File: src/rtl/ser_chan_pkg.sv
package ser_chan_pkg;
  localparam logic [2:0] A_MODE  = 3'd0;
  localparam logic [2:0] A_CSEL  = 3'd1;
  localparam logic [2:0] A_CMD   = 3'd2;
  localparam logic [2:0] A_DATA  = 3'd3;
  localparam logic [2:0] A_OPORT = 3'd4;

  typedef enum logic [2:0] {
    MISC_NONE    = 3'b000,
    MISC_PTR_RST = 3'b001,
    MISC_RX_RST  = 3'b010,
    MISC_TX_RST  = 3'b011,
    MISC_ERR_RST = 3'b100
  } misc_cmd_e;

  localparam logic [1:0] EN_ON  = 2'b01;
  localparam logic [1:0] EN_OFF = 2'b10;

  localparam int MR1_AUTO_RTS = 7;
  localparam int MR2_CTS_GATE = 4;
endpackage

File: src/rtl/ser_chan_rxq.sv
module ser_chan_rxq #(
  parameter int W     = 8,
  parameter int DEPTH = 4
) (
  input  logic             clk,
  input  logic             rst,
  input  logic             flush,
  input  logic             push,
  input  logic [W-1:0]     push_data,
  input  logic             pop,
  output logic [W-1:0]     pop_data,
  output logic [$clog2(DEPTH):0] count,
  output logic             full,
  output logic             nempty
);
  localparam int PW = $clog2(DEPTH);
  localparam logic [PW:0] CNT_MAX = (PW+1)'(DEPTH);

  logic [W-1:0]  mem [DEPTH];
  logic [PW-1:0] wp, rp;
  logic          do_push, do_pop;

  assign full    = (count == CNT_MAX);
  assign nempty  = (count != '0);
  assign do_push = push & ~full & ~flush;
  assign do_pop  = pop & nempty & ~flush;

  always_ff @(posedge clk) begin
    if (do_push) mem[wp] <= push_data;
  end

  always_ff @(posedge clk) begin
    if (rst) begin
      wp <= '0; rp <= '0; count <= '0; pop_data <= '0;
    end else begin
      if (pop) pop_data <= nempty ? mem[rp] : '0;
      if (flush) begin
        wp <= '0; rp <= '0; count <= '0;
      end else begin
        if (do_push) wp <= wp + 1'b1;
        if (do_pop)  rp <= rp + 1'b1;
        if (do_push && !do_pop)      count <= count + 1'b1;
        else if (do_pop && !do_push) count <= count - 1'b1;
      end
    end
  end
endmodule

File: src/rtl/ser_chan_txhold.sv
module ser_chan_txhold #(
  parameter int W = 8
) (
  input  logic         clk,
  input  logic         rst,
  input  logic         flush,
  input  logic         enable,
  input  logic         wr,
  input  logic [W-1:0] wr_data,
  input  logic         cts_ok,
  input  logic         ser_busy,
  output logic         ld,
  output logic [W-1:0] ld_data,
  output logic         hold_full
);
  logic [W-1:0] hold_q;
  logic         xfer;

  assign xfer = enable & hold_full & ~ser_busy & ~ld & cts_ok;

  always_ff @(posedge clk) begin
    if (rst) begin
      hold_full <= 1'b0; ld <= 1'b0; ld_data <= '0; hold_q <= '0;
    end else if (flush) begin
      hold_full <= 1'b0; ld <= 1'b0;
    end else begin
      ld <= xfer;
      if (xfer) begin
        ld_data   <= hold_q;
        hold_full <= 1'b0;
      end else if (wr && enable && !hold_full) begin
        hold_q    <= wr_data;
        hold_full <= 1'b1;
      end
    end
  end
endmodule

File: src/rtl/ser_chan_cfg.sv
module ser_chan_cfg #(
  parameter int W  = 8,
  parameter int RW = 4
) (
  input  logic          clk,
  input  logic          rst,
  input  logic          mode_wr,
  input  logic          ptr_rst,
  input  logic          csel_wr,
  input  logic          oport_wr,
  input  logic [W-1:0]  wdata,
  output logic [W-1:0]  mr1,
  output logic [W-1:0]  mr2,
  output logic [W-1:0]  mode_rd,
  output logic [RW-1:0] rx_rate,
  output logic [RW-1:0] tx_rate,
  output logic [W-1:0]  oport
);
  logic ptr_q;

  assign mode_rd = ptr_q ? mr2 : mr1;

  always_ff @(posedge clk) begin
    if (rst) begin
      ptr_q <= 1'b0; mr1 <= '0; mr2 <= '0;
      rx_rate <= '0; tx_rate <= '0; oport <= '0;
    end else begin
      if (ptr_rst) begin
        ptr_q <= 1'b0;
      end else if (mode_wr) begin
        if (ptr_q) mr2 <= wdata;
        else       mr1 <= wdata;
        ptr_q <= 1'b1;
      end
      if (csel_wr) begin
        tx_rate <= wdata[RW-1:0];
        rx_rate <= wdata[2*RW-1:RW];
      end
      if (oport_wr) oport <= wdata;
    end
  end
endmodule

File: src/rtl/ser_chan_core.sv
module ser_chan_core #(
  parameter int DW     = 8,
  parameter int ADDR_W = 3,
  parameter int DEPTH  = 4,
  parameter int RATE_W = 4
) (
  input  logic              clk,
  input  logic              rst,
  input  logic              bus_wr,
  input  logic              bus_rd,
  input  logic [ADDR_W-1:0] bus_addr,
  input  logic [DW-1:0]     bus_wdata,
  output logic [DW-1:0]     bus_rdata,
  input  logic              rx_valid,
  input  logic [DW-1:0]     rx_data,
  input  logic              rx_break,
  output logic              tx_load,
  output logic [DW-1:0]     tx_data,
  input  logic              tx_busy,
  input  logic              cts_n,
  output logic              rts_n,
  output logic [DW-1:0]     mode1,
  output logic [DW-1:0]     mode2,
  output logic [RATE_W-1:0] rx_rate,
  output logic [RATE_W-1:0] tx_rate
);
  import ser_chan_pkg::*;
  localparam int CW = $clog2(DEPTH) + 1;

  logic wr_mode, wr_csel, wr_cmd, wr_data, wr_oport, rd_data;
  logic rx_en, tx_en, ovr_q, brk_q;
  logic rx_flush, tx_flush, ptr_rst, err_clr;
  logic rx_try, rx_full, rx_nempty, hold_full, cts_ok;
  logic [CW-1:0] rx_cnt;
  logic [DW-1:0] fifo_out, mode_rd, oport, status, reg_rd_q;
  logic          rd_fifo_q;
  misc_cmd_e     misc;

  assign wr_mode  = bus_wr && (bus_addr == ADDR_W'(A_MODE));
  assign wr_csel  = bus_wr && (bus_addr == ADDR_W'(A_CSEL));
  assign wr_cmd   = bus_wr && (bus_addr == ADDR_W'(A_CMD));
  assign wr_data  = bus_wr && (bus_addr == ADDR_W'(A_DATA));
  assign wr_oport = bus_wr && (bus_addr == ADDR_W'(A_OPORT));
  assign rd_data  = bus_rd && (bus_addr == ADDR_W'(A_DATA));

  assign misc     = wr_cmd ? misc_cmd_e'(bus_wdata[6:4]) : MISC_NONE;
  assign ptr_rst  = (misc == MISC_PTR_RST);
  assign rx_flush = (misc == MISC_RX_RST);
  assign tx_flush = (misc == MISC_TX_RST);
  assign err_clr  = (misc == MISC_ERR_RST) || rx_flush;

  assign rx_try = rx_en & rx_valid;
  assign cts_ok = ~(mode2[MR2_CTS_GATE] & cts_n);

  // enables, sticky error flags
  always_ff @(posedge clk) begin
    if (rst) begin
      rx_en <= 1'b0; tx_en <= 1'b0; ovr_q <= 1'b0; brk_q <= 1'b0;
    end else begin
      if (wr_cmd) begin
        if (bus_wdata[1:0] == EN_ON)  rx_en <= 1'b1;
        if (bus_wdata[1:0] == EN_OFF) rx_en <= 1'b0;
        if (bus_wdata[3:2] == EN_ON)  tx_en <= 1'b1;
        if (bus_wdata[3:2] == EN_OFF) tx_en <= 1'b0;
        if (rx_flush) rx_en <= 1'b0;
        if (tx_flush) tx_en <= 1'b0;
      end
      if (err_clr) begin
        ovr_q <= 1'b0; brk_q <= 1'b0;
      end else begin
        if (rx_try && rx_full)  ovr_q <= 1'b1;
        if (rx_try && rx_break) brk_q <= 1'b1;
      end
    end
  end

  ser_chan_rxq #(.W(DW), .DEPTH(DEPTH)) u_rxq (
    .clk(clk), .rst(rst), .flush(rx_flush), .push(rx_try), .push_data(rx_data),
    .pop(rd_data), .pop_data(fifo_out), .count(rx_cnt), .full(rx_full), .nempty(rx_nempty)
  );

  ser_chan_txhold #(.W(DW)) u_tx (
    .clk(clk), .rst(rst), .flush(tx_flush), .enable(tx_en), .wr(wr_data),
    .wr_data(bus_wdata), .cts_ok(cts_ok), .ser_busy(tx_busy),
    .ld(tx_load), .ld_data(tx_data), .hold_full(hold_full)
  );

  ser_chan_cfg #(.W(DW), .RW(RATE_W)) u_cfg (
    .clk(clk), .rst(rst), .mode_wr(wr_mode), .ptr_rst(ptr_rst), .csel_wr(wr_csel),
    .oport_wr(wr_oport), .wdata(bus_wdata), .mr1(mode1), .mr2(mode2), .mode_rd(mode_rd),
    .rx_rate(rx_rate), .tx_rate(tx_rate), .oport(oport)
  );

  always_comb begin
    status    = '0;
    status[0] = rx_nempty;
    status[1] = rx_full;
    status[2] = tx_en & ~hold_full;
    status[3] = tx_en & ~hold_full & ~tx_busy & ~tx_load;
    status[4] = ovr_q;
    status[7] = brk_q;
  end

  // registered read path and flow-control output
  always_ff @(posedge clk) begin
    if (rst) begin
      reg_rd_q <= '0; rd_fifo_q <= 1'b0; rts_n <= 1'b1;
    end else begin
      rts_n <= ~(oport[0] & ~(mode1[MR1_AUTO_RTS] & rx_full));
      if (bus_rd) begin
        rd_fifo_q <= rd_data;
        case (bus_addr)
          ADDR_W'(A_MODE):  reg_rd_q <= mode_rd;
          ADDR_W'(A_CSEL):  reg_rd_q <= status;
          ADDR_W'(A_OPORT): reg_rd_q <= oport;
          default:          reg_rd_q <= '0;
        endcase
      end
    end
  end

  assign bus_rdata = rd_fifo_q ? fifo_out : reg_rd_q;
endmodule

File: config.mk
export PLATFORM = sky130hd
export DESIGN_NAME = ser_chan_core
export DESIGN_NICKNAME = d
export VERILOG_FILES = /design/src/rtl/ser_chan_pkg.sv /design/src/rtl/ser_chan_rxq.sv /design/src/rtl/ser_chan_txhold.sv /design/src/rtl/ser_chan_cfg.sv /design/src/rtl/ser_chan_core.sv
export SDC_FILE = /design/constraint.sdc
export NUM_CORES = 1
export LEC_CHECK = 0
export BUFFER_PORTS_ARGS = -buffer_cell sky130_fd_sc_hd__buf_2
export CAP_MARGIN = 5
export CORE_MARGIN = 2
export CORE_UTILIZATION = 53
export CTS_BUF_LIST = sky130_fd_sc_hd__clkbuf_8
export CTS_CLUSTER_DIAMETER = 200
export DETAILED_ROUTE_END_ITERATION = 6
export PLACE_DENSITY_LB_ADDON = 0.25
export SYNTH_ARGS = -nofsm -noshare
export SYNTH_HDL_FRONTEND = slang
export SYNTH_SLANG_ARGS = --single-unit
File: constraint.sdc
create_clock -name clk -period 2.1 [get_ports clk]
set_input_delay 0.42 -clock clk [delete_from_list [all_inputs] [get_ports clk]]
set_output_delay 0.42 -clock clk [all_outputs]
set_load 0.01 [all_outputs]
# After elaboration in Yosys (flattened, before gate mapping)
# Memories as Yosys holds them, arrays and structs flattened. A register that Yosys moved wholly into a read port is not among the register bits.
# Index checks and enable logic that the tools add are counted.
dict set report word_totals {
  ff_bits 80
  latch_bits 0
  ram_bits 32
  mem_bits_ro 0
  out_inout_bits 42
  wordCells 115
  mem_count 1
}
dict set report op_classes {
  addsub 4
  n_mul 0
  n_div 0
  magnitude_cmp 0
  eq_ne 13
  shift 0
  muxes 17
  bitwise 27
  reduce_logical 32
}
# memory words width rd rd_clocked_by_memory_dff wr line_no
set mem_list {}
lappend mem_list {u_rxq.mem 4 8 1 1 1 ser_chan_rxq.sv:19} ;# logic [W-1:0] mem [DEPTH];
# op n
set ops {}
lappend ops {{8-bit 2-to-1 mux} 3}
lappend ops {{8-bit one-hot mux with 3 select lines} 1}
lappend ops {{1-bit AND} 15}
lappend ops {{3-bit by 2-bit equality test with 1-bit output, second input constant} 4}
lappend ops {{1-bit logical AND} 12}
lappend ops {{1-bit NOT} 12}
lappend ops {{3-bit equality test, second input constant} 3}
lappend ops {{3-bit 2-to-1 mux} 3}
lappend ops {{3-bit AND reduction} 3}
lappend ops {{3-bit nonzero test} 3}
lappend ops {{1-bit 2-to-1 mux} 8}
lappend ops {{2-bit OR reduction} 4}
lappend ops {{3-bit by 1-bit equality test with 1-bit output, second input constant} 2}
lappend ops {{2-bit AND reduction} 3}
lappend ops {{2-bit by 1-bit adder with 2-bit output, second input constant} 2}
lappend ops {{2-bit by 1-bit equality test with 1-bit output, second input constant} 2}
lappend ops {{2-bit equality test, second input constant} 2}
lappend ops {{2-bit 2-to-1 mux} 2}
lappend ops {{3-bit by 1-bit adder with 3-bit output, second input constant} 1}
lappend ops {{1-bit logical NOT} 3}
lappend ops {{3-bit logical NOT} 1}
lappend ops {{3-bit OR reduction} 1}
lappend ops {{3-bit by 1-bit subtractor with 3-bit output, second input constant} 1}
lappend ops {{2-bit nonzero test} 1}
lappend ops {{1-bit logical OR} 1}

# Longest topological paths before layout
# Gate-level depths: netlist of run 1.
dict set report logic_depth {
  word_depth 10
  depth_mapped 11
}

# By module
# Synthesis of run 1 repeated with hierarchy kept, for this count alone.
dict set report hier_totals {
  hier_cells 402
  area_unflattened_um2 4873.4
}
# mod n_inst cells_each area_each_um2 seq_area_each_um2
set by_module_without_submodules {}
lappend by_module_without_submodules {ser_chan_rxq 1 110 1866.8 1301.2}
lappend by_module_without_submodules {ser_chan_cfg 1 126 1366.3 660.6}
lappend by_module_without_submodules {ser_chan_core 1 98 898.4 280.3}
lappend by_module_without_submodules {ser_chan_txhold 1 68 742.0 360.3}

# Worst setup path after synthesis of run 1
# Ideal clock, no wire load.
dict set report synth_path {
  path_kind {in2reg}
  start {in bus_wdata[6]}
  end {reg u_rxq.count[2]}
  setup_ps 116
  arrival_time_ps 2079
  t_required_ps 1984
  setup_slack_ps -96
  cell_stages 10
  path_cell_list {clkbuf_1 nor4_2 nor3_1 ha_1 inv_1 fa_1 xor2_1 nor2_1 xnor2_1 nor2_1}
}
dict set report synth_via {
  elab_chain_cells 7
  word_cells_on_any_way 12
  cone_classes {eq/ne: 1; mux: 2; bitwise: 3; reduce/logical: 6}
}
# item line_no
set synth_lines {}
lappend synth_lines {{start: declaration} ser_chan_core.sv:12} ;# input logic [DW-1:0] bus_wdata,
lappend synth_lines {{3-bit 2-to-1 mux *} ser_chan_core.sv:46} ;# assign misc = wr_cmd ? misc_cmd_e'(bus_wdata[6:4]) : MISC_NONE;
lappend synth_lines {{3-bit by 2-bit equality test with 1-bit output *} ser_chan_core.sv:48} ;# assign rx_flush = (misc == MISC_RX_RST);
lappend synth_lines {{1-bit NOT *} ser_chan_rxq.sv:25} ;# assign do_push = push & ~full & ~flush;
lappend synth_lines {{1-bit AND *} ser_chan_rxq.sv:25}
lappend synth_lines {{via u_rxq.do_push} ser_chan_rxq.sv:21} ;# logic do_push, do_pop;
lappend synth_lines {{1-bit logical NOT} ser_chan_rxq.sv:43} ;# else if (do_pop && !do_push) count <= count - 1'b1;
lappend synth_lines {{1-bit logical AND} ser_chan_rxq.sv:43}
lappend synth_lines {{2-bit nonzero test (no source line)} n/a}
lappend synth_lines {{end signal: assignment} ser_chan_rxq.sv:42} ;# if (do_push && !do_pop) count <= count + 1'b1;
lappend synth_lines {{end signal: assignment} ser_chan_rxq.sv:43}
lappend synth_lines {{end: declaration} ser_chan_rxq.sv:12} ;# output logic [$clog2(DEPTH):0] count,
# The timed path passes the listed nets; every way through them passes the cells marked *.
# A chain may end at the register's enable or synchronous reset.

# Worst setup path in the final report of run 1
dict set report layout_path {
  start {reg u_rxq.count[0]}
  end {reg u_rxq.count[2]}
}
dict set report layout_via {
  elab_chain_cells 7
  word_cells_on_any_way 16
  cone_classes {add/sub: 2; eq/ne: 1; mux: 2; bitwise: 5; reduce/logical: 6}
}
# item line_no
set layout_lines {}
lappend layout_lines {{3-bit equality test} ser_chan_rxq.sv:23} ;# assign full = (count == CNT_MAX);
lappend layout_lines {{1-bit NOT} ser_chan_rxq.sv:25}
lappend layout_lines {{1-bit AND (2 in a row)} ser_chan_rxq.sv:25}
lappend layout_lines {{1-bit logical NOT} ser_chan_rxq.sv:43}
lappend layout_lines {{1-bit logical AND} ser_chan_rxq.sv:43}
lappend layout_lines {{2-bit nonzero test (no source line)} n/a}
# Parallel ways exist; a longest one is shown, timed or not. The select of a mux whose other input is x is not followed.

==> results.tsv, run 1 <==
metric	value	unit
result of the run	complete, no violations	
count of final hold-check violations	0	
effective utilization at floorplan	0.543	
Nets	555	
Cell Int Power	3.55	mW
post-route cell area	0.00567	mm²
layout cells sized above 1	0.288	
number of warnings reported in the yosys synthesis log	0	
growth of design area from synthesis to finish	20.3	%
number of H-tree levels	4	
peak clock frequency supported by timing	494	MHz
post-synthesis instance total	440	
Die Wd	98.3	µm
drt total wl	10700	µm
number of buffers added by the clock tree synthesis step	17	
Avg Inst Size Synth	10.7	µm²
destination of the worst register-to-register timing path	u_rxq.count[2]$_SDFFE_PP0P_	
number of I/O pins	69	
1st-iter DRT viols	187	
grt total ovfl	0	
Hold WC Path Type	primary input to flop	
worst setup slack for register-to-register paths	0.07	ns
Reg clk slew, reported paths	0.08	ns
Min-Delay Endpoint	u_rxq.mem[3][7]$_DFFE_PP_	
net switching component of the power	1.11	mW
gpl congestion	0.869	
critical path data required time	2.40	ns
area taken by multi-input logic gates	0.00194	mm²
register area share after synthesis	0.552	
first-pass GRT wire length	17100	µm
number of different library cells in the post-synthesis netlist	46	
static power due to leakage	2.11	nW
commonest register cell after synthesis	sky130_fd_sc_hd__dfxtp_1	
area after detailed placement	0.00523	mm²
CP max-delay cell	sky130_fd_sc_hd__fa_1	
TritonCTS clock tree	yes	
Post-Syn Nets	473	
number of cells on the worst reg-to-reg path	11	
number of antenna violations at the first check in global routing	0	
fill cell total of the finished layout	697	
Worst path max stage delay	0.38	ns
maximum number of pins on one net before global-route repair	42	
total track usage	0.228	
clock network fraction of total power	0.459	
most area-hungry cell type in the Yosys netlist	sky130_fd_sc_hd__dfxtp_1	
cell family with the largest share of critical-path delay	adder cells	
vias per inst	5.50	
share of total power in combinational logic	0.049	
Worst IR Drop VDD	0.581	mV
cell with the most instances after synthesis	sky130_fd_sc_hd__dfxtp_1	
vias in the first global route	3449	
proportion of register bits with asynchronous set or reset after synthesis	0	
area of the placeable core	0.00868	mm²
number of max-slew violations in the final report	0	
final worst-path cycle share	0.964	
minimum period implied by the final worst setup slack	2.03	ns
Reg2Reg Launch Point	u_rxq.count[0]$_SDFFE_PP0P_	
Setup Crit Path Kind	flop to flop	
endpoint class of the critical path	flop	
total power	4.65	mW
Die H	98.3	µm
minimum setup slack after placement	-0.180	ns
worst-case hold slack	0.211	ns
Detailed Routing Iterations Pass 1	5	
chain of cells forming the critical path	nor3_2 -> buf_4 -> nor2_4 -> inv_1 -> ha_2 -> inv_1 -> fa_1 -> xor2_1 -> nor2_1 -> xnor2_1 -> nor2_1	
clock insertion delay at the later pin of the skew report	0.42	ns
Max Cap Violations	0	
DR DRC count	0	
clock sink count	114	
category of the worst setup path launch point	flop	
Port Buf Inserts	68	
average detailed-routed wire length per instance	16.7	µm
total number of placement rows	34	
worst path bufs/invs	3	
Layout Skew	0.0104	ns
Max-slew headroom	0.182	
total power density per cell area	821	mW/mm²
area share of the leading cell type in the synthesized netlist	0.348	
maximum buffer depth of the clock tree	2	
clock tree root buffer cell	sky130_fd_sc_hd__clkbuf_8	
largest cells by area after synthesis	sky130_fd_sc_hd__dfxtp_1 (35%), sky130_fd_sc_hd__edfxtp_1 (20%), sky130_fd_sc_hd__mux2i_1 (6.6%), sky130_fd_sc_hd__nand2_1 (5.5%), sky130_fd_sc_hd__mux4_2 (3.8%)	
number of antenna diodes	0	
post-DP HPWL	7440	µm
die area	0.00966	mm²
switching share of power	0.238	
Seq. cell area	0.00261	mm²
EDFF count, synth	32	
total via count after detailed routing	3535	
count of state elements after synthesis	114	
PnR worst setup slack	0.0748	ns
post-route antenna net violation count	0	
hold wc startpoint	rx_data[7]	
largest fanout on the critical path	4	
cell area after synthesis	0.00471	mm²
final-report setup violation count	0	
number of cells traversed by the worst hold path	1	
transition time of the tightest slew-check pin	1.22	ns
Commonest cells post-synth	sky130_fd_sc_hd__dfxtp_1 (82), sky130_fd_sc_hd__nand2_1 (69), sky130_fd_sc_hd__nor2_1 (35), sky130_fd_sc_hd__a21oi_1 (33), sky130_fd_sc_hd__edfxtp_1 (32)	
Worst EP arrival	2.33	ns
portion of total power attributed to sequential cells	0.491	
[layout make-up]
type | instances | area share
Sequential cell | 114 | 0.460
Clock inverter | 15 | 0.0322
Multi-Input combinational cell | 287 | 0.342
Clock buffer | 17 | 0.0413
Timing Repair Buffer | 92 | 0.0940
Inverter | 10 | 0.00662
Tap cell | 108 | 0.0238
[kinds of logic (layout without fill, tap and decap cells)]
| group | after synthesis | count (layout) | share of synthesized area |
|---|---|---|---|
| flops | 114 | 114 | 0.552 |
| xor+xnor | 7 | 7 | 0.0130 |
| buf+inv | 39 | 134 | 0.0388 |
| compound gates | 71 | 71 | 0.0937 |
| fa+ha+maj | 6 | 6 | 0.0175 |
| mux | 47 | 47 | 0.123 |
| simple gates | 156 | 156 | 0.161 |
[worst max-delay path by stage]
stage	cells after the start	endpoint	from	slack [ns]
final	11	u_rxq.count[2]$_SDFFE_PP0P_	u_rxq.count[0]$_SDFFE_PP0P_	0.07
after global routing	11	u_rxq.count[2]$_SDFFE_PP0P_	u_rxq.count[0]$_SDFFE_PP0P_	-0.06
after CTS	11	u_rxq.count[2]$_SDFFE_PP0P_	u_rxq.count[0]$_SDFFE_PP0P_	0.08
after detailed placement	6	u_tx.ld_data[4]$_SDFFE_PP0P_	bus_addr[0]	-0.18
after global placement	6	u_tx.ld_data[3]$_SDFFE_PP0P_	bus_addr[0]	-0.02
after floorplan	11	u_rxq.count[2]$_SDFFE_PP0P_	bus_addr[0]	0.02
[power groups by stage]
stage          Sequential [mW]  Combinational (mW)  Clock, mW
2_1_floorplan             2.34               0.124          0
5_1_grt                   2.29               0.250       2.28
4_1_cts                   2.29               0.225       2.16
3_5_place_dp              2.34               0.222          0
6_report                  2.29               0.230       2.14
3_3_place_gp              2.34               0.219          0
[sequential cells by signal, indices dropped and copies added, names as in the netlist, 4 cells and up, named ones only]
signal and count:
u_rxq.mem 32, reg_rd_q 8, u_cfg.mr1 8, u_cfg.mr2 8, u_cfg.oport 8, u_rxq.pop_data 8
u_tx.hold_q 8, u_tx.ld_data 8, u_cfg.rx_rate 4, u_cfg.tx_rate 4
[worst reg2reg max path, stage by stage (launching register included)]
cell,delay (ns)
sky130_fd_sc_hd__dfxtp_2,0.36
sky130_fd_sc_hd__nor3_2,0.18
sky130_fd_sc_hd__buf_4,0.16
sky130_fd_sc_hd__nor2_4,0.03
sky130_fd_sc_hd__inv_1,0.08
sky130_fd_sc_hd__ha_2,0.18
sky130_fd_sc_hd__inv_1,0.06
sky130_fd_sc_hd__fa_1,0.39
sky130_fd_sc_hd__xor2_1,0.16
sky130_fd_sc_hd__nor2_1,0.14
sky130_fd_sc_hd__xnor2_1,0.13
sky130_fd_sc_hd__nor2_1,0.05
[repair_timing]
item                       4_1_cts  5_1_grt
setup buffers                    0        2
gates resized for setup          0        5
hold buffers                     0        0
setup endpoints to repair        0        1
[cell usage in the layout (no fill, tap or decap), drive strengths merged, types with 14 or more instances in the layout]
cell,instances
nand3,14
dfxtp,82
edfxtp,32
clkbuf,17
buf,92
nand2,69
nor2,38
inv,14
mux2i,31
a21oi,33
[stage by stage]
stage	setup TNS, ns	utilization	instances
2_1_floorplan	0	-	440
3_3_place_gp	-0.171	0.602	609
3_5_place_dp	-1.39	0.602	609
4_1_cts	0	0.650	641
5_1_grt	-0.0642	0.653	643
6_report	0	0.653	643
[per-layer routing]
metal  routed length, µm  part of all wire  GRT usage  vias to the layer above
li1                    -                 -          -                     1721
met1                4560              0.42      0.298                     1685
met2                5290              0.49      0.358                      114
met3                 744             0.069     0.0680                       15
met4                 157             0.015     0.0875                        0
met5                   0                 0          0                        -
No activity file was read; power rests on OpenSTA's default activity.
==> inputs of run 2 (changes only) <==
==> constraint.sdc (replaced) <==
create_clock -name clk -period 1.8 [get_ports clk]
set_input_delay 0.36 -clock clk [delete_from_list [all_inputs] [get_ports clk]]
set_output_delay 0.36 -clock clk [all_outputs]
set_load 0.01 [all_outputs]
==> run 2 against run 1 <==
  * The flow now finishes with violations (setup timing)
  * Global-route usage is 0.47 points higher
  * Highest routed layer is now met5
  * Via count is 0.99% higher
  * Critical path depth stayed put
  * First-iteration DRC count is 2.1% higher
  * Core utilization is 1.7 points higher
  * Largest cell class unchanged
  * Die area stayed put
  * Sequential power is 17% higher
  * Non-clock buffer count is 14 higher
  * Combinational power is 23% higher
  * Sequential share of layout area is 1.1 points lower
  * Clock power is 22% higher
  * Count of clock-buffer cells in the layout stayed put
==> results.tsv, run 2 (synthesis results as in run 1) <==
metric	value	unit
result of the run	finished with violations	
failing checks	setup timing	
Die Wd	98.3	µm
DR DRC count	0	
1st-iter DRT viols	191	
Worst IR Drop VDD	0.671	mV
Max-slew headroom	0.699	
average detailed-routed wire length per instance	16.7	µm
Hold WC Path Type	primary input to flop	
drt total wl	11000	µm
clock insertion delay at the later pin of the skew report	0.44	ns
most frequent cells in the layout	sky130_fd_sc_hd__dfxtp_1 (78), sky130_fd_sc_hd__nand2_1 (69), sky130_fd_sc_hd__buf_2 (68)	
number of cells traversed by the worst hold path	1	
Worst EP arrival	2.19	ns
total number of placement rows	34	
number of cells on the worst reg-to-reg path	11	
static power due to leakage	2.20	nW
RSZ-0062 raised after global routing	true	
Die H	98.3	µm
max reg flops	32	
register containing the most flip-flops in the final layout	u_rxq.mem	
post-route cell area	0.00581	mm²
number of antenna diodes	0	
post-route antenna net violation count	0	
maximum buffer depth of the clock tree	2	
minimum period implied by the final worst setup slack	1.89	ns
vias per inst	5.43	
vias in the first global route	3407	
TritonCTS clock tree	yes	
critical path data required time	2.11	ns
area after detailed placement	0.00533	mm²
Nets	569	
number of antenna violations at the first check in global routing	1	
final-report setup violation count	1	
final worst-path cycle share	1.05	
most common cell after layout, fill and taps aside	sky130_fd_sc_hd__dfxtp_1	
clock tree root buffer cell	sky130_fd_sc_hd__clkbuf_8	
total track usage	0.232	
gpl congestion	0.897	
count of final hold-check violations	0	
Port Buf Inserts	68	
Setup Crit Path Kind	flop to flop	
Reg clk slew, reported paths	0.07	ns
die area	0.00966	mm²
PnR worst setup slack	-0.0851	ns
area of the placeable core	0.00868	mm²
Max Cap Violations	0	
peak clock frequency supported by timing	530	MHz
fill cell total of the finished layout	696	
total via count after detailed routing	3570	
clock sink count	114	
maximum number of pins on one net before global-route repair	27	
category of the worst setup path launch point	flop	
total power	5.57	mW
total power density per cell area	958	mW/mm²
number of buffers added by the clock tree synthesis step	17	
growth of design area from synthesis to finish	23.4	%
largest fanout on the critical path	3	
first-pass GRT wire length	17200	µm
number of H-tree levels	4	
Layout Skew	0.0151	ns
number of max-slew violations in the final report	0	
endpoint class of the critical path	flop	
transition time of the tightest slew-check pin	0.452	ns
grt total ovfl	0	
Detailed Routing Iterations Pass 1	5	
post-DP HPWL	7730	µm
effective utilization at floorplan	0.543	
number of I/O pins	69	
layout cells sized above 1	0.313	
-- run 2: final cells by class --
cell class                 instances  area, µm²  share of cell area
sequential                       114       2610               0.449
multi-input combinational        287       1950               0.336
timing repair buffer             106        638               0.110
clock buffer                      17        234              0.0402
clock inverter                    15        206              0.0355
tap                              108        135              0.0232
inverter                          10       37.5             0.00646
-- run 2: power breakdown --
| part | switching [mW] | internal [mW] | leakage [nW] |
|---|---|---|---|
| Clock | 1.10 | 1.52 | 0.219 |
| Sequential | 0.0145 | 2.65 | 0.951 |
| Combinational | 0.171 | 0.112 | 1.03 |
-- run 2: metrics by stage --
step / util / setup TNS (ns) / cells / setup slack, ns / hold slack (ns)
after CTS: 0.667 / -0.0771 / 656 / -0.0771 / 0.125
after global placement: 0.614 / -0.845 / 623 / -0.227 / 0.403
after global routing: 0.670 / -0.228 / 657 / -0.181 / 0.129
final: 0.670 / -0.0851 / 657 / -0.0851 / 0.134
after floorplan: - / -0.399 / 440 / -0.221 / 0.378
after detailed placement: 0.614 / -1.14 / 623 / -0.291 / 0.398
-- run 2: final timing paths --
| kind | startpoint | slack (ns) | endpoint |
|---|---|---|---|
| setup / recovery | u_rxq.count[2]$_SDFFE_PP0P_ | -0.09 | u_rxq.count[2]$_SDFFE_PP0P_ |
| hold / removal | rx_data[0] | 0.13 | u_rxq.mem[2][0]$_DFFE_PP_ |
| setup reg to reg | u_rxq.count[2]$_SDFFE_PP0P_ | -0.09 | u_rxq.count[2]$_SDFFE_PP0P_ |
| hold reg to reg | u_cfg.oport[0]$_SDFFE_PP0P_ | 0.45 | rts_n$_SDFF_PP1_ |
-- run 2: worst max-delay path: stages, from the launching register on --
cell and delay [ns]:
sky130_fd_sc_hd__dfxtp_2 0.34, sky130_fd_sc_hd__nor3_2 0.18, sky130_fd_sc_hd__buf_4 0.15, sky130_fd_sc_hd__nor2_4 0.03, sky130_fd_sc_hd__inv_2 0.06, sky130_fd_sc_hd__ha_2 0.17, sky130_fd_sc_hd__inv_1 0.05, sky130_fd_sc_hd__fa_2 0.33
sky130_fd_sc_hd__xor2_1 0.14, sky130_fd_sc_hd__nor2_1 0.11, sky130_fd_sc_hd__xnor2_1 0.14, sky130_fd_sc_hd__nor2_1 0.06
-- run 2: timing repair --
action,4_1_cts,5_1_grt
hold buffers,0,0
setup buffers,1,1
pin swaps,3,3
resized for setup,4,7
setup endpoints to repair,7,5
-- run 2: per-layer routing --
layer,track usage,vias to the layer above,part of all wire
met5,0,-,0.0011
li1,-,1742,-
met4,0.0801,2,0.015
met2,0.367,106,0.49
met3,0.0687,17,0.065
met1,0.308,1703,0.43
